**config.mk**
```make
export PLATFORM = sky130hd
export DESIGN_NAME = cfg_guard
export DESIGN_NICKNAME = d
export VERILOG_FILES = /design/src/rtl/cfg_guard_pkg.sv /design/src/rtl/cfg_guard_decode.sv /design/src/rtl/cfg_guard_window.sv /design/src/rtl/cfg_guard_readback.sv /design/src/rtl/cfg_guard.sv
export SDC_FILE = /design/constraint.sdc
export NUM_CORES = 1
export LEC_CHECK = 0
export ABC_AREA = 1
export CORE_AREA = 2 2 39 41
export DETAILED_ROUTE_END_ITERATION = 10
export DIE_AREA = 0 0 41 43
export GPL_TIMING_DRIVEN = 0
export PLACE_DENSITY_LB_ADDON = 0.2
export RECOVER_POWER = 50
export SETUP_SLACK_MARGIN = 0.02
export SLEW_MARGIN = 25
export SYNTH_ARGS = -nofsm -noshare
export SYNTH_HDL_FRONTEND = slang
export SYNTH_SLANG_ARGS = --single-unit
```
**constraint.sdc**
```tcl
create_clock -name clk -period 3.24 [get_ports clk]
set_clock_uncertainty 0.1 [all_clocks]
set_input_delay 0.648 -clock clk [delete_from_list [all_inputs] [get_ports clk]]
set_output_delay 0.648 -clock clk [all_outputs]
set_load 0.02 [all_outputs]
```
**src/rtl/cfg_guard_pkg.sv**
```systemverilog
package cfg_guard_pkg;
   typedef enum logic [1:0] {
      LOCK_NONE  = 2'd0,
      LOCK_IO    = 2'd1,
      LOCK_FLASH = 2'd2
   } lock_mode_t;

   localparam int unsigned STAT_IO_BIT    = 0;
   localparam int unsigned STAT_FLASH_BIT = 1;
endpackage

```
**src/rtl/cfg_guard_decode.sv**
```systemverilog
module cfg_guard_decode
   import cfg_guard_pkg::*;
#(
   parameter int unsigned            DATA_W    = 8,
   parameter logic [DATA_W-1:0]      SIG_IO    = 8'hD8,
   parameter logic [DATA_W-1:0]      SIG_FLASH = 8'h9D
) (
   input  logic              wr_en,
   input  logic              wr_is_dma,
   input  logic [DATA_W-1:0] wr_data,
   output logic              open_req,
   output lock_mode_t        open_mode
);
   localparam int unsigned N_SIG = 2;

   logic [N_SIG-1:0] hit;
   logic             cpu_wr;

   assign cpu_wr = wr_en && !wr_is_dma;

   for (genvar s = 0; s < N_SIG; s++) begin : g_sig
      localparam logic [DATA_W-1:0] SIG = (s == 0) ? SIG_IO : SIG_FLASH;
      assign hit[s] = cpu_wr && (wr_data == SIG);
   end

   always_comb begin
      open_req  = |hit;
      open_mode = LOCK_NONE;
      if (hit[0])      open_mode = LOCK_IO;
      else if (hit[1]) open_mode = LOCK_FLASH;
   end
endmodule

```
**src/rtl/cfg_guard_window.sv**
```systemverilog
module cfg_guard_window
   import cfg_guard_pkg::*;
#(
   parameter int unsigned WINDOW = 4
) (
   input  logic       clk,
   input  logic       rst_n,
   input  logic       open_req,
   input  lock_mode_t open_mode,
   input  logic       retire,
   input  logic       cancel,
   output lock_mode_t mode
);
   localparam int unsigned CW = (WINDOW > 1) ? $clog2(WINDOW) : 1;

   logic          last_tick;
   logic          flash_kill;
   logic [CW-1:0] cnt;

   assign flash_kill = (mode == LOCK_FLASH) && cancel;

   if (WINDOW == 1) begin : g_single
      assign cnt       = '0;
      assign last_tick = retire;
   end else begin : g_counted
      logic [CW-1:0] cnt_q;
      always_ff @(posedge clk or negedge rst_n) begin
         if (!rst_n)
            cnt_q <= '0;
         else if (open_req || flash_kill || mode == LOCK_NONE)
            cnt_q <= '0;
         else if (retire)
            cnt_q <= (cnt_q == CW'(WINDOW - 1)) ? '0 : cnt_q + CW'(1);
      end
      assign cnt       = cnt_q;
      assign last_tick = retire && (cnt_q == CW'(WINDOW - 1));

      AST_CNT_BOUND: assert property (@(posedge clk) disable iff (!rst_n)
         cnt_q <= CW'(WINDOW - 1));
      AST_CNT_HOLD: assert property (@(posedge clk) disable iff (!rst_n)
         (mode != LOCK_NONE && !retire && !open_req && !flash_kill)
         |=> $stable(cnt_q));
   end

   always_ff @(posedge clk or negedge rst_n) begin
      if (!rst_n)
         mode <= LOCK_NONE;
      else if (open_req)
         mode <= open_mode;
      else if (flash_kill)
         mode <= LOCK_NONE;
      else if (mode != LOCK_NONE && last_tick)
         mode <= LOCK_NONE;
   end

   AST_CANCEL_FLASH: assert property (@(posedge clk) disable iff (!rst_n)
      (mode == LOCK_FLASH && cancel && !open_req) |=> mode == LOCK_NONE);
   AST_CANCEL_SPARES_IO: assert property (@(posedge clk) disable iff (!rst_n)
      (mode == LOCK_IO && !retire && !open_req) |=> mode == LOCK_IO);
   AST_RESTART: assert property (@(posedge clk) disable iff (!rst_n)
      open_req |=> mode == $past(open_mode));
   AST_NO_IDLE_TICK: assert property (@(posedge clk) disable iff (!rst_n)
      (mode == LOCK_NONE && !open_req) |=> mode == LOCK_NONE);
   AST_CNT_IDLE: assert property (@(posedge clk) disable iff (!rst_n)
      (mode == LOCK_NONE) |-> cnt == '0);
endmodule

```
**src/rtl/cfg_guard_readback.sv**
```systemverilog
module cfg_guard_readback
   import cfg_guard_pkg::*;
#(
   parameter int unsigned DATA_W = 8
) (
   input  lock_mode_t        mode,
   output logic [DATA_W-1:0] rd_data
);
   for (genvar b = 0; b < DATA_W; b++) begin : g_bit
      if (b == STAT_IO_BIT) begin : g_io
         assign rd_data[b] = (mode == LOCK_IO);
      end else if (b == STAT_FLASH_BIT) begin : g_fl
         assign rd_data[b] = (mode == LOCK_FLASH);
      end else begin : g_zero
         assign rd_data[b] = 1'b0;
      end
   end
endmodule

```
**src/rtl/cfg_guard.sv**
```systemverilog
module cfg_guard
   import cfg_guard_pkg::*;
#(
   parameter int unsigned       DATA_W    = 8,
   parameter int unsigned       WINDOW    = 4,
   parameter logic [DATA_W-1:0] SIG_IO    = 8'hD8,
   parameter logic [DATA_W-1:0] SIG_FLASH = 8'h9D
) (
   input  logic              clk,
   input  logic              rst_n,
   input  logic              prot_wr_en,
   input  logic              wr_is_dma,
   input  logic [DATA_W-1:0] wr_data,
   input  logic              retire_strobe,
   input  logic              dmem_wr_strobe,
   input  logic              sleep_strobe,
   output logic [DATA_W-1:0] rd_data,
   output logic              io_unlock,
   output logic              flash_unlock,
   output logic              irq_hold
);
   if (DATA_W < 2) begin : g_bad_width
      $error("cfg_guard: DATA_W must hold both status bits");
   end
   if (WINDOW < 1) begin : g_bad_window
      $error("cfg_guard: WINDOW must be at least one instruction");
   end
   if (SIG_IO == SIG_FLASH) begin : g_bad_sig
      $error("cfg_guard: the two signatures must differ");
   end

   logic       open_req;
   lock_mode_t open_mode;
   lock_mode_t mode;

   cfg_guard_decode #(
      .DATA_W   (DATA_W),
      .SIG_IO   (SIG_IO),
      .SIG_FLASH(SIG_FLASH)
   ) u_decode (
      .wr_en    (prot_wr_en),
      .wr_is_dma(wr_is_dma),
      .wr_data  (wr_data),
      .open_req (open_req),
      .open_mode(open_mode)
   );

   cfg_guard_window #(
      .WINDOW(WINDOW)
   ) u_window (
      .clk      (clk),
      .rst_n    (rst_n),
      .open_req (open_req),
      .open_mode(open_mode),
      .retire   (retire_strobe),
      .cancel   (dmem_wr_strobe || sleep_strobe),
      .mode     (mode)
   );

   cfg_guard_readback #(
      .DATA_W(DATA_W)
   ) u_readback (
      .mode   (mode),
      .rd_data(rd_data)
   );

   assign io_unlock    = (mode == LOCK_IO);
   assign flash_unlock = (mode == LOCK_FLASH);
   assign irq_hold     = io_unlock || flash_unlock;

   AST_ONE_MODE: assert property (@(posedge clk) disable iff (!rst_n)
      !(io_unlock && flash_unlock));
   AST_OPEN_IO: assert property (@(posedge clk) disable iff (!rst_n)
      (prot_wr_en && !wr_is_dma && wr_data == SIG_IO) |=> io_unlock);
   AST_OPEN_FLASH: assert property (@(posedge clk) disable iff (!rst_n)
      (prot_wr_en && !wr_is_dma && wr_data == SIG_FLASH) |=> flash_unlock);
   AST_DMA_NO_OPEN: assert property (@(posedge clk) disable iff (!rst_n)
      (prot_wr_en && wr_is_dma && !irq_hold) |=> !irq_hold);
   AST_HOLD_MATCH: assert property (@(posedge clk) disable iff (!rst_n)
      irq_hold == (rd_data[STAT_IO_BIT] || rd_data[STAT_FLASH_BIT]));
   AST_UPPER_ZERO: assert property (@(posedge clk) disable iff (!rst_n)
      rd_data[DATA_W-1:2] == '0);
endmodule

```
==> results.ini, run 1 <==
[status]
status = complete, no violations

[detailed_routing]
vias = 375
drc = 0
drt_first_pass_iters = 6
wl_per_cell_um = 6.54
ant_nets = 0
drt-total-wl_um = 628
vias_per_cell = 3.91
drt_iter0_markers = 3

[setup_path]
timing.rr.start = u_window.mode[0]
r2r_slack_ns = 1.97
r2r_end = u_window.cnt[1]
path_cells = inv_1 -> ha_1 -> buf_4 -> clkdlybuf4s50_1
path_max_fanout = 3
slowest_stage = clkdlybuf4s50_1
crit_path_end_kind = output port
max_stage_delay_ns = 0.58
reg2regPathDepth = 6
critPathArrivalTime_ns = 1.58
required_ns = 2.49
worstSetupPathType = reg -> out
setup.worst_path.start_class = register

[global_route]
grt_max_degree = 5
grt_pass1_vias = 338
grt-ovfl-total = 0
antenna_found_initial = 0
grt_pass1_wl_um = 1170
grtUsageTotal_pct = 9.79

[cells_and_area]
stdcell_count = 96
num-nets-final = 101
syn_to_final_growth_pct = 60.0
layout-drive-gt1-share_pct = 18.8
antenna_cells = 0

[power_and_ir_drop]
combPwrFrac_pct = 34.5
cellPowerDensity_mw_per_mm2 = 266
pwr-share-seq_pct = 31.0
intPower_uw = 127
power_switching_uw = 45.9
ir_drop_mv = 0.143
switching_share_pct = 26.5
leakagePower_nw = 0.349
power_frac_clock_pct = 34.4

[synthesis]
ys_warn_count = 0
synthXorXnorAreaFrac_pct = 0
synth-adder-area-share_pct = 12.3
synth-simple-area-share_pct = 30.5
synth_top_family_by_area = simple AND/OR/NAND/NOR gates
syn_inst = 53
syn_area_per_cell_sq_um = 7.67
synthMuxAreaShare_pct = 4.92
ys_seq_area_share_pct = 24.6
ys_types = 16
synth.cell_area_sq_um = 407
synth_compound_area_share_pct = 1.85
ys_ff_latch = 4

[sta]
period_needed_ns = 2.32
setup_viol = 0
fmax_mhz = 430
finalHoldViolations = 0
rsz0062_at_grt = false
tns_ns = 0
slew_violations = 0
timing.final.crit_share_pct = 71.7
setup_ws_ns = 0.916

[clocking]
hold_buffers = 0
cts_buffers = 3
clockBufferDepth = 2
clk_pin_slew_ns = 0.04
cts_sinks = 4
htreeDepth = 1
cts_tree = yes
post-cts-setup-buffers = 0
clk_latency_ns = 0.23
cts_root_buf = clkbuf_4
ctsResizeCount = 0

[placement]
place_hpwl_um = 588
routabilityCongestion = 0.622
dp_slack_ns = 1.15
port_buffers = 19
place_inst = 93

[floorplan]
fp.dieW_um = 41
start_util_pct = 29.4
core-area_sq_mm = 0.00138
dieArea_sq_mm = 0.00176
ioPinCount = 26
fp.dieH_um = 43
fp-row-count = 14

[hold_path]
hold_path.startpoint = u_window.cnt[1]
min_path_cells = 2
min_to = u_window.cnt[1]
hp-class = reg -> reg

[run]
max_cap_violations = 0

## cell type report
cell class / instances / area, sq um
multi-input combinational: 35 / 216
timing repair buffer: 19 / 190
tap: 16 / 20.0
fill: 155 / 733
inverter: 11 / 41.3
sequential: 4 / 100
buffer: 8 / 60.1
clock buffer: 3 / 22.5
## stage by stage
step	hold slack [ns]	instance area (sq um)	total power, mW	util, %
final	0.448	651	0.173	47.0
after global routing	0.480	651	0.186	47.0
after detailed placement	0.449	636	0.115	45.9
after CTS	0.454	658	0.176	47.6
after floorplan	0.252	425	0.0881	-
after global placement	0.437	636	0.115	45.9
## metal layers
| layer | up-vias | part of all wire, % | global-route usage (%) |
|---|---|---|---|
| met4 | 0 | 0 | 6.00 |
| met2 | 15 | 51 | 15.0 |
| met1 | 156 | 39 | 10.1 |
| met5 | - | 0 | 0 |
| met3 | 0 | 10 | 4.71 |
| li1 | 204 | - | - |
## logic make-up (layout without fill, tap and decap cells)
family / Yosys count / count (layout)
buffers and inverters: 19 / 41
muxes: 2 / 2
other: 1 / 6
AOI/OAI and AO/OA: 1 / 1
adders and majority gates: 4 / 4
DFF: 4 / 4
and+or+nand+nor: 22 / 22
## placed cells by master (no fill, tap or decap)
master and instances:
nor2_4 2, nor3_2 1, dlygate4sd3_1 1, clkdlybuf4s50_1 18, inv_1 11, nand3_1 4, nand2_1 6, buf_4 8
clkbuf_4 3, nand2_2 1, ha_1 4, nor2_1 6, dfrtp_1 4, nand4_1 2, mux2i_1 2, conb_1 6
o21a_1 1
## cells in the mapped netlist
| cell | instances | area (sq um) |
|---|---|---|
| inv_1 | 11 | 41.3 |
| buf_4 | 8 | 60.1 |
| nand2_1 | 6 | 22.5 |
| nor2_1 | 5 | 18.8 |
| dfrtp_1 | 4 | 100 |
| ha_1 | 4 | 50.1 |
| nand3_1 | 3 | 15.0 |
| mux2i_1 | 2 | 20.0 |
| nand4_1 | 2 | 12.5 |
| nor2_4 | 2 | 22.5 |
| conb_1 | 1 | 3.75 |
| nand2_2 | 1 | 6.26 |
| nand3_2 | 1 | 10.0 |
| nor2_2 | 1 | 6.26 |
| nor3_2 | 1 | 10.0 |
| o21a_1 | 1 | 7.51 |
## registers in the layout, indices dropped and copies added, names as in the netlist
register       cells
u_window.cnt       2
u_window.mode      2
## power by group through the flow
stage / Combinational, mW / Sequential [mW] / Clock, mW
final: 0.0597 / 0.0537 / 0.0596
after global routing: 0.0662 / 0.0541 / 0.0652
after CTS: 0.0612 / 0.0537 / 0.0613
after detailed placement: 0.0611 / 0.0543 / 0
after global placement: 0.0607 / 0.0543 / 0
after floorplan: 0.0341 / 0.0540 / 0
## worst max-delay path, delay by kind of cell (launching register included)
kind,cells,cell delay (ns)
buffers and inverters,3,0.78
flip-flops,1,0.39
adder cells (fa/ha/maj),1,0.18
## worst max path at each step
stage	start	end	slack, ns	cells after the start
floorplan	u_window.mode[0]	rd_data[1]	1.57	3
global placement	u_window.mode[0]	rd_data[1]	1.15	4
detailed placement	u_window.mode[0]	rd_data[1]	1.15	4
CTS	u_window.mode[0]	rd_data[1]	0.90	4
global route	u_window.mode[0]	rd_data[1]	0.84	4
finish	u_window.mode[0]	rd_data[1]	0.92	4
Note: power is estimated with default switching activity, not from simulation.
==> inputs of run 2 (changes only) <==
==> constraint.sdc (replaced) <==
create_clock -name clk -period 2.3 [get_ports clk]
set_clock_uncertainty 0.1 [all_clocks]
set_input_delay 0.46 -clock clk [delete_from_list [all_inputs] [get_ports clk]]
set_output_delay 0.46 -clock clk [all_outputs]
set_load 0.02 [all_outputs]
==> results of run 2 <==
Same layout as run 1 (identical final DEF). Status: complete, no violations.
Main changes from that run: setup slack after placement 1.15 ns -> 0.397 ns; setup slack after layout 0.916 ns -> 0.164 ns; hold slack 0.448 ns -> 0.399 ns; register-to-register setup slack 1.97 ns -> 1.03 ns; total power 0.173 mW -> 0.244 mW; worst IR drop on VDD 0.143 mV -> 0.202 mV
